<file path="config.mk">
export PLATFORM = sky130hd
export DESIGN_NAME = apbx_route
export DESIGN_NICKNAME = d
export VERILOG_FILES = /design/src/rtl/apbx_pkg.sv /design/src/rtl/apbx_match.sv /design/src/rtl/apbx_pick.sv /design/src/rtl/apbx_resp.sv /design/src/rtl/apbx_route.sv
export SDC_FILE = /design/constraint.sdc
export NUM_CORES = 1
export LEC_CHECK = 0
export BUFFER_PORTS_ARGS = -buffer_cell sky130_fd_sc_hd__buf_2
export CORE_AREA = 2 2 91 93
export DETAILED_ROUTE_END_ITERATION = 6
export DIE_AREA = 0 0 93 95
export SETUP_SLACK_MARGIN = 0.2
export SYNTH_ARGS = -nofsm -noshare
export SYNTH_HDL_FRONTEND = slang
export SYNTH_SLANG_ARGS = --single-unit
</file>
<file path="constraint.sdc">
create_clock -name vclk -period 6.3
set_input_delay 0.63 -clock vclk [all_inputs]
set_output_delay 0.63 -clock vclk [all_outputs]
set_load 0.005 [all_outputs]
</file>
<file path="src/rtl/apbx_pkg.sv">
package apbx_pkg;

    // Combinational route status derived from select and match results
    typedef enum logic [1:0] {
        ROUTE_IDLE = 2'd0,
        ROUTE_HIT  = 2'd1,
        ROUTE_MISS = 2'd2
    } route_e;

endpackage

</file>
<file path="src/rtl/apbx_match.sv">
module apbx_match #(
    parameter int N_PORTS = 8,
    parameter int ADDR_W  = 8
) (
    input  logic [ADDR_W-1:0]         addr,
    input  logic [N_PORTS*ADDR_W-1:0] base,
    input  logic [N_PORTS*ADDR_W-1:0] mask,
    output logic [N_PORTS-1:0]        hit
);

    // One window comparator per port
    for (genvar p = 0; p < N_PORTS; p++) begin : g_win
        logic [ADDR_W-1:0] m_q;
        assign m_q    = mask[p*ADDR_W +: ADDR_W];
        assign hit[p] = ((addr & m_q) == (base[p*ADDR_W +: ADDR_W] & m_q));
    end

endmodule

</file>
<file path="src/rtl/apbx_pick.sv">
module apbx_pick #(
    parameter int N_PORTS = 8
) (
    input  logic [N_PORTS-1:0] req,
    output logic [N_PORTS-1:0] grant,
    output logic               any
);

    // Fixed priority: lowest index wins
    always_comb begin
        logic taken;
        grant = '0;
        taken = 1'b0;
        for (int i = 0; i < N_PORTS; i++) begin
            if (req[i] && !taken) begin
                grant[i] = 1'b1;
                taken    = 1'b1;
            end
        end
        any = taken;
    end

endmodule

</file>
<file path="src/rtl/apbx_resp.sv">
module apbx_resp
    import apbx_pkg::*;
#(
    parameter int N_PORTS = 8,
    parameter int DATA_W  = 8
) (
    input  route_e                    route,
    input  logic [N_PORTS-1:0]        grant,
    input  logic [N_PORTS*DATA_W-1:0] rdata_in,
    input  logic [N_PORTS-1:0]        ready_in,
    input  logic [N_PORTS-1:0]        err_in,
    output logic [DATA_W-1:0]         rdata_out,
    output logic                      ready_out,
    output logic                      err_out
);

    logic [DATA_W-1:0] pick_data;
    logic              pick_rdy;
    logic              pick_err;

    // AND-OR selection over the one-hot grant
    always_comb begin
        pick_data = '0;
        pick_rdy  = 1'b0;
        pick_err  = 1'b0;
        for (int i = 0; i < N_PORTS; i++) begin
            pick_data = pick_data | (rdata_in[i*DATA_W +: DATA_W] & {DATA_W{grant[i]}});
            pick_rdy  = pick_rdy  | (ready_in[i] & grant[i]);
            pick_err  = pick_err  | (err_in[i]   & grant[i]);
        end
    end

    always_comb begin
        unique case (route)
            ROUTE_IDLE: begin
                rdata_out = '0;
                ready_out = 1'b1;
                err_out   = 1'b0;
            end
            ROUTE_HIT: begin
                rdata_out = pick_data;
                ready_out = pick_rdy;
                err_out   = pick_err;
            end
            ROUTE_MISS: begin
                rdata_out = '0;
                ready_out = 1'b1;
                err_out   = 1'b1;
            end
            default: begin
                rdata_out = '0;
                ready_out = 1'b1;
                err_out   = 1'b1;
            end
        endcase
    end

endmodule

</file>
<file path="src/rtl/apbx_route.sv">
module apbx_route
    import apbx_pkg::*;
#(
    parameter int N_PORTS = 8,
    parameter int ADDR_W  = 8,
    parameter int DATA_W  = 8
) (
    input  logic                      mst_sel,
    input  logic [ADDR_W-1:0]         mst_addr,
    output logic [DATA_W-1:0]         mst_rdata,
    output logic                      mst_ready,
    output logic                      mst_err,
    output logic [N_PORTS-1:0]        slv_sel,
    input  logic [N_PORTS*DATA_W-1:0] slv_rdata,
    input  logic [N_PORTS-1:0]        slv_ready,
    input  logic [N_PORTS-1:0]        slv_err,
    input  logic [N_PORTS*ADDR_W-1:0] slv_base,
    input  logic [N_PORTS*ADDR_W-1:0] slv_mask
);

    localparam int DATA_BYTES = DATA_W / 8;

    if (DATA_BYTES * 8 != DATA_W || DATA_W == 0) begin : g_bad_width
        initial $fatal(1, "apbx_route: DATA_W must be a whole number of bytes");
    end

    logic [N_PORTS-1:0] hit;
    logic [N_PORTS-1:0] grant;
    logic               any_hit;
    route_e             route;

    apbx_match #(.N_PORTS(N_PORTS), .ADDR_W(ADDR_W)) u_match (
        .addr (mst_addr),
        .base (slv_base),
        .mask (slv_mask),
        .hit  (hit)
    );

    apbx_pick #(.N_PORTS(N_PORTS)) u_pick (
        .req   (hit),
        .grant (grant),
        .any   (any_hit)
    );

    // Route status
    always_comb begin
        if (!mst_sel)     route = ROUTE_IDLE;
        else if (any_hit) route = ROUTE_HIT;
        else              route = ROUTE_MISS;
    end

    assign slv_sel = grant & {N_PORTS{mst_sel}};

    apbx_resp #(.N_PORTS(N_PORTS), .DATA_W(DATA_W)) u_resp (
        .route     (route),
        .grant     (grant),
        .rdata_in  (slv_rdata),
        .ready_in  (slv_ready),
        .err_in    (slv_err),
        .rdata_out (mst_rdata),
        .ready_out (mst_ready),
        .err_out   (mst_err)
    );

endmodule

</file>
# After elaboration in Yosys (flattened, before gate mapping)
# Cells that the tools add are included.
# op_classes
add_sub_neg	0
multipliers	0
div_mod_pow	0
n_lt_le_gt_ge	0
eq_ne	9
shift	0
mux	20
bitwise_logic	62
reduce_logical	15
# ops
op	n
8-bit bitwise AND	25
8-bit == test	8
8-bit bitwise OR	7
1-bit bitwise AND	16
1-bit 2-to-1 mux	16
1-bit bitwise OR	14
8-bit 2-to-1 mux	1
1-bit logical AND	7
1-bit logical NOT	7
2-bit 2-to-1 mux	2
2-bit by 1-bit == test with 1-bit output (second input constant)	1
2-bit logical NOT	1
1-bit case mux with 2 select lines	1
# word_totals
register_bits	0
latch_bits	0
ram_bits	0
mem_bits_ro	0
wordCells	106
n_memories	0

# Depth between registers and ports, before layout
# Gate-level depths: netlist (run 1).
# depth
depth_word	28
ltp_mapped	10
ltp_nobuf	7

# Hierarchy
# A second synthesis (run 1) with hierarchy kept.
# unflattened
cells_unflattened	195
hier_area_um2	1616.6
# by_module_without_submodules
module	instances	cells_each	area_each_um2
apbx_match	1	112	945.9
apbx_resp	1	61	509.2
apbx_pick	1	12	96.3
apbx_route	1	10	65.1

# Worst setup path after synthesis (run 1)
# No wires, ideal clock.
# synth_timing
path_type	input to output
start	input mst_addr[1]
end	output mst_rdata[0]
arrival_time_ps	2485
setup_slack_ps	3185
path_stages	9
path_buffers	2
path_cell_list	buf_4 > xor2_1 > a22oi_1 > and4_4 > or3b_1 > buf_6 > nor4_4 > a22oi_1 > a31oi_1
# synth_via
elab_chain_len	28
word_cells_on_any_way	64
cone_classes	eq/ne: 9; mux: 18; bitwise: 23; reduce/logical: 14
# synth_lines
element	line	source
from (decl)	apbx_route.sv:9	input logic [ADDR_W-1:0] mst_addr,
8-bit bitwise AND	apbx_match.sv:15	assign hit[p] = ((addr & m_q) == (base[p*ADDR_W +: ADDR_W] & m_q));
8-bit == test	apbx_match.sv:15	
1-bit 2-to-1 mux	apbx_pick.sv:15	if (req[i] && !taken) begin
1-bit logical NOT	apbx_pick.sv:15	
1-bit logical AND	apbx_pick.sv:15	
1-bit 2-to-1 mux	apbx_pick.sv:15	
1-bit logical NOT	apbx_pick.sv:15	
1-bit logical AND	apbx_pick.sv:15	
[... 12 more ...]	-	
1-bit 2-to-1 mux	apbx_pick.sv:15	
1-bit logical NOT	apbx_pick.sv:15	
1-bit logical AND	apbx_pick.sv:15	
1-bit 2-to-1 mux	apbx_pick.sv:15	
2-bit 2-to-1 mux	apbx_route.sv:48	else if (any_hit) route = ROUTE_HIT;
2-bit 2-to-1 mux	apbx_route.sv:47	if (!mst_sel) route = ROUTE_IDLE;
2-bit by 1-bit == test with 1-bit output	apbx_resp.sv:34	unique case (route)
8-bit 2-to-1 mux (*)	apbx_resp.sv:34	
to (decl)	apbx_route.sv:10	output logic [DATA_W-1:0] mst_rdata,
# Mark *: on every way between the ends. The rest lies on a longest branch, timed or not.

# Worst setup path in the final report (run 1)
# layout_timing
start	input mst_addr[4]
end	output mst_rdata[7]
# The elaborated chain is that of the path after synthesis.

==> flow_metrics.env, run 1 <==
export IMPL_setup_violations=0
export IMPL_layout_drive_gt1_share_pct=54.7
export IMPL_buffer_ports_inserted=235
export IMPL_worstPathMaxFanout=16
export IMPL_status="finished clean"
export IMPL_final_max_slew_violation_count=0
export IMPL_worst_pin_slew_ps=978
export IMPL_post_synth_inst_count=216
export IMPL_sequential_cell_total=0
export IMPL_viasPerCell=4.90
export IMPL_setup_total_negative_slack_ps=0
export IMPL_nNetsFinal=652
export IMPL_grt_first_pass_wirelength_microns=12700
export IMPL_seqCellArea_sq_um=0
export IMPL_n_fill_cell=900
export IMPL_dp_hpwl_microns=8080
export IMPL_max_slew_margin_rel_pct=34.6
export IMPL_antenna_violating_nets_post_route=0
export IMPL_row_count=33
export IMPL_start_kind="primary input"
export IMPL_ys_warnings_count=0
export IMPL_yosysTopAreaCell="xor2_1"
export IMPL_layout_area_overhead_vs_synth_pct=72.7
export IMPL_netlist_cell_type_count=33
export IMPL_clock_buffers=0
export IMPL_mostFrequentLayoutCell="buf_2"
export IMPL_worst_hold_path_class="in2out"
export IMPL_peakVddDrop_mv=0.0379
export IMPL_global_route_usage_total_pct=18.3
export IMPL_drt_initial_drc_count=83
export IMPL_timing_critical_path_arrival_ps=3510
export IMPL_leakagePower_nw=1.51
export IMPL_cap_viol_max_count=0
export IMPL_routed_wl_microns=9170
export IMPL_post_layout_total_power_uw=236
export IMPL_fp_dieArea_sq_mm=0.00884
export IMPL_layout_min_cycle_time_ps=4140
export IMPL_syn_nets=433
export IMPL_multi_input_area_sq_mm=0.00151
export IMPL_fp_dieH_microns=95
export IMPL_cts_hold_buffers_added=0
export IMPL_synth_cell_area_sq_mm=0.00164
export IMPL_core_area_sq_mm=0.00793
export IMPL_synth_top_family_by_area="compound AO/OA/AOI/OAI gates"
export IMPL_grt_antenna_before_repair=0
export IMPL_detail_route_drc_violations=0
export IMPL_drt_pass1_iter_count=4
export IMPL_die_w_microns=93
export IMPL_max_clock_freq_mhz=242
export IMPL_ys_seq_area_share_pct=0
export IMPL_cts_repair_resize_count=0
export IMPL_synthDominantCellAreaShare_pct=34.3
export IMPL_startpoint="mst_addr[4]"
export IMPL_fin_hold_ws_ps=1570
export IMPL_compound_gate_fraction_of_synth_area_pct=42.7
export IMPL_crit_type="in2out"
export IMPL_timing_hold_worst_start="slv_ready[7]"
export IMPL_synth_fa_ha_area_share_pct=0
export IMPL_yosys_mux_area_fraction_pct=0
export IMPL_avgRoutedWirePerCell_microns=17.0
export IMPL_rsz_0062_raised_after_global_routing="false"
export IMPL_postCtsSetupRepairBufs=0
export IMPL_grt_start_max_net_pins=26
export IMPL_finalWeightedCongestion=0.888
export IMPL_yosys_area_share_xor_xnor_pct=34.3
export IMPL_grt_pass1_vias=2516
export IMPL_initial_core_utilization_pct=20.6
export IMPL_via_count=2635
export IMPL_timing_final_crit_share_pct=65.7
export IMPL_synth_simple_gate_area_share_pct=15.4
export IMPL_hold_depth=3
export IMPL_top_level_ports=235
export IMPL_avgSynthCellArea_sq_um=7.58
export IMPL_end_kind="output port"
export IMPL_synth_area_leaders="xor2_1 34%, a22oi_1 23%, a221oi_1 5.4%, a211o_1 4.3%, o21bai_1 3.7%"
export IMPL_globalRouteOverflowTotal=0
export IMPL_antenna_cells_inserted=0
export IMPL_p_per_area_mw_per_mm2=83.4
export IMPL_leading_cell_types_in_the_layout_fill_and_taps_excluded="235 x buf_2, 64 x xor2_1, 50 x a22oi_1"
export IMPL_required_time_worst_endpoint_ps=5670
export IMPL_finalHoldViolations=0
==> per-layer routing <==
metal / wire length (microns) / share of wire [%] / vias up / track usage (%)
li1: - / - / 1276 / -
met1: 3590 / 39 / 1172 / 21.9
met2: 4590 / 50 / 173 / 34.7
met3: 857 / 9.3 / 14 / 3.35
met4: 136 / 1.5 / 0 / 2.57
met5: 0 / 0 / - / 0
==> layout make-up <==
type | instances | area share (%)
tap | 105 | 4.65
timing repair buffer | 235 | 41.6
inverter | 2 | 0.266
multi-input combinational | 196 | 53.5
==> Yosys cell counts (all sizes together) <==
cell type and n:
a221oi 10, o21bai 8, o2bb2ai 1, clkinv 1, and4 5, xor2 64, and3 2, nor2 15
clkbuf 8, a31oi 8, inv 1, buf 10, o21a 1, nor3b 1, o32ai 1, nor4bb 1
a211o 8, a2111o 1, nand2 2, o21ai 1, nor2b 2, and2 1, a211oi 2, or3b 1
and4b 1, a22oi 50, nor3 3, nand4 3, nor4 1, nand2b 3
==> cells by family after synthesis <==
family / after synthesis
compound gates: 91
xor+xnor: 64
buf+inv: 20
simple gates: 41
==> power by group <==
| part | switching (mW) | internal, mW |
|---|---|---|
| Clock | 0 | 0 |
| Combinational | 0.118 | 0.118 |
| Sequential | 0 | 0 |
| Total | 0.118 | 0.118 |
==> worst max-delay path: stages <==
cell     delay, ps
buf_2          250
xor2_1         190
a22oi_1         80
nand4_1        500
or3b_1         670
nor4_4         640
a22oi_1        190
a31oi_1        210
buf_2          140
==> metrics by stage <==
step	instance area, sq um	setup slack (ps)	utilization [%]	cells
finish	2830	2160	35.7	538
global route	2830	1900	35.7	538
CTS	2830	2120	35.7	538
detailed placement	2830	2120	35.7	538
global placement	2830	2270	35.7	538
floorplan	1640	3190	-	216
==> worst paths after layout <==
path,slack (ps),endpoint
hold / removal,1570,mst_ready
setup / recovery,2160,mst_rdata[7]
Power figures use the tool's default switching activity.
==> run 2, diff against run 1 <==
Clock period 6.3 ns to 4.3 ns, I/O delays scaled along.
==> flow_metrics.env, run 2 (synthesized netlist as in run 1, its figures left out) <==
export IMPL_total_switching_power_uw=174
export IMPL_finalHoldViolations=0
export IMPL_fp_dieArea_sq_mm=0.00884
export IMPL_clockPowerShare_pct=0
export IMPL_postCtsSetupRepairBufs=0
export IMPL_rsz_0062_raised_after_global_routing="false"
export IMPL_worstPathMaxFanout=16
export IMPL_routed_wl_microns=9110
export IMPL_placement_cell_area_sq_mm=0.00285
export IMPL_p_per_area_mw_per_mm2=123
export IMPL_top_level_ports=235
export IMPL_placement_stage_worst_setup_slack_ps=865
export IMPL_grt_antenna_before_repair=0
export IMPL_n_fill_cell=874
export IMPL_comb_power_share_pct=100.0
export IMPL_layout_drive_gt1_share_pct=55.0
export IMPL_via_count=2667
export IMPL_dp_hpwl_microns=8090
export IMPL_sequential_cell_total=0
export IMPL_fin_area_sq_mm=0.00285
export IMPL_required_time_worst_endpoint_ps=3870
export IMPL_peakVddDrop_mv=0.0626
export IMPL_avgRoutedWirePerCell_microns=16.8
export IMPL_layout_min_cycle_time_ps=3440
export IMPL_instances_no_fill=541
export IMPL_buffer_ports_inserted=235
export IMPL_final_max_slew_violation_count=0
export IMPL_max_slew_margin_rel_pct=49.6
export IMPL_antenna_violating_nets_post_route=0
export IMPL_post_route_worst_setup_slack_ps=865
export IMPL_core_area_sq_mm=0.00793
export IMPL_post_layout_total_power_uw=351
export IMPL_fin_hold_ws_ps=1160
export IMPL_multi_input_area_sq_mm=0.00151
export IMPL_row_count=33
export IMPL_end_kind="output port"
export IMPL_drt_initial_drc_count=113
export IMPL_p_int_uw=177
export IMPL_dpl_cell_count=541
export IMPL_fp_dieH_microns=95
export IMPL_seqCellArea_sq_um=0
export IMPL_crit_type="in2out"
export IMPL_leakagePower_nw=1.53
export IMPL_leading_cell_types_in_the_layout_fill_and_taps_excluded="235 x buf_2, 64 x xor2_1, 50 x a22oi_1"
export IMPL_initial_core_utilization_pct=20.6
export IMPL_finish_utilization_pct=35.9
export IMPL_status="finished clean"
export IMPL_switching_share_pct=49.6
export IMPL_start_kind="primary input"
export IMPL_antenna_cells_inserted=0
export IMPL_drt_pass1_iter_count=7
export IMPL_max_clock_freq_mhz=291
export IMPL_grt_pass1_vias=2473
export IMPL_timing_critical_path_arrival_ps=3010
export IMPL_cts_repair_resize_count=0
export IMPL_detail_route_drc_violations=0
export IMPL_clock_buffers=0
export IMPL_setup_total_negative_slack_ps=0
export IMPL_cap_viol_max_count=0
export IMPL_power_sequential_fraction_pct=0
export IMPL_nNetsFinal=655
export IMPL_die_w_microns=93
export IMPL_worst_pin_slew_ps=755
export IMPL_mostFrequentLayoutCell="buf_2"
export IMPL_finalWeightedCongestion=0.896
export IMPL_grt_start_max_net_pins=26
export IMPL_setup_violations=0
export IMPL_global_route_usage_total_pct=18.4
export IMPL_viasPerCell=4.93
export IMPL_globalRouteOverflowTotal=0
export IMPL_layout_area_overhead_vs_synth_pct=74.1
export IMPL_timing_final_crit_share_pct=79.9
export IMPL_worst_hold_path_class="in2out"
export IMPL_cts_hold_buffers_added=0
export IMPL_grt_first_pass_wirelength_microns=12800
==> run 2: cell types whose count changed in the layout (fill, tap and decap cells not counted) <==
cell | before | now
buf_4 | 0 | 3
==> run 2: critical path: stages <==
cell and delay (ps):
buf_2 250, xor2_1 180, a22oi_1 100, nand4_1 120, buf_4 210, or3b_1 360
buf_4 200, nor4_4 580, a22oi_1 180, a31oi_1 230, buf_2 150
==> run 2: layer usage <==
metal | global-route usage (%) | routed length, microns | vias to the layer above
met3 | 2.87 | 879 | 6
met4 | 1.10 | 54 | 0
met1 | 22.2 | 3560 | 1200
li1 | - | - | 1283
met2 | 35.9 | 4620 | 178
met5 | 0 | 0 | -
==> run 2: final timing paths <==
kind,from,to,cells past startpoint
worst min-delay path,slv_ready[7],mst_ready,3
worst max-delay path,mst_addr[7],mst_rdata[7],11
==> run 2: cell type report <==
class                           count  share of cell area (%)
Multi-Input combinational cell    196                    53.1
Timing Repair Buffer              238                    42.1
Tap cell                          105                    4.61
Inverter                            2                   0.264
==> run 2: power groups by stage <==
| stage | logic (mW) | registers, mW | clock network (mW) |
|---|---|---|---|
| 6_report | 0.351 | 0 | 0 |
| 5_1_grt | 0.384 | 0 | 0 |
| 4_1_cts | 0.351 | 0 | 0 |
| 3_5_place_dp | 0.350 | 0 | 0 |
| 3_3_place_gp | 0.347 | 0 | 0 |
| 2_1_floorplan | 0.188 | 0 | 0 |
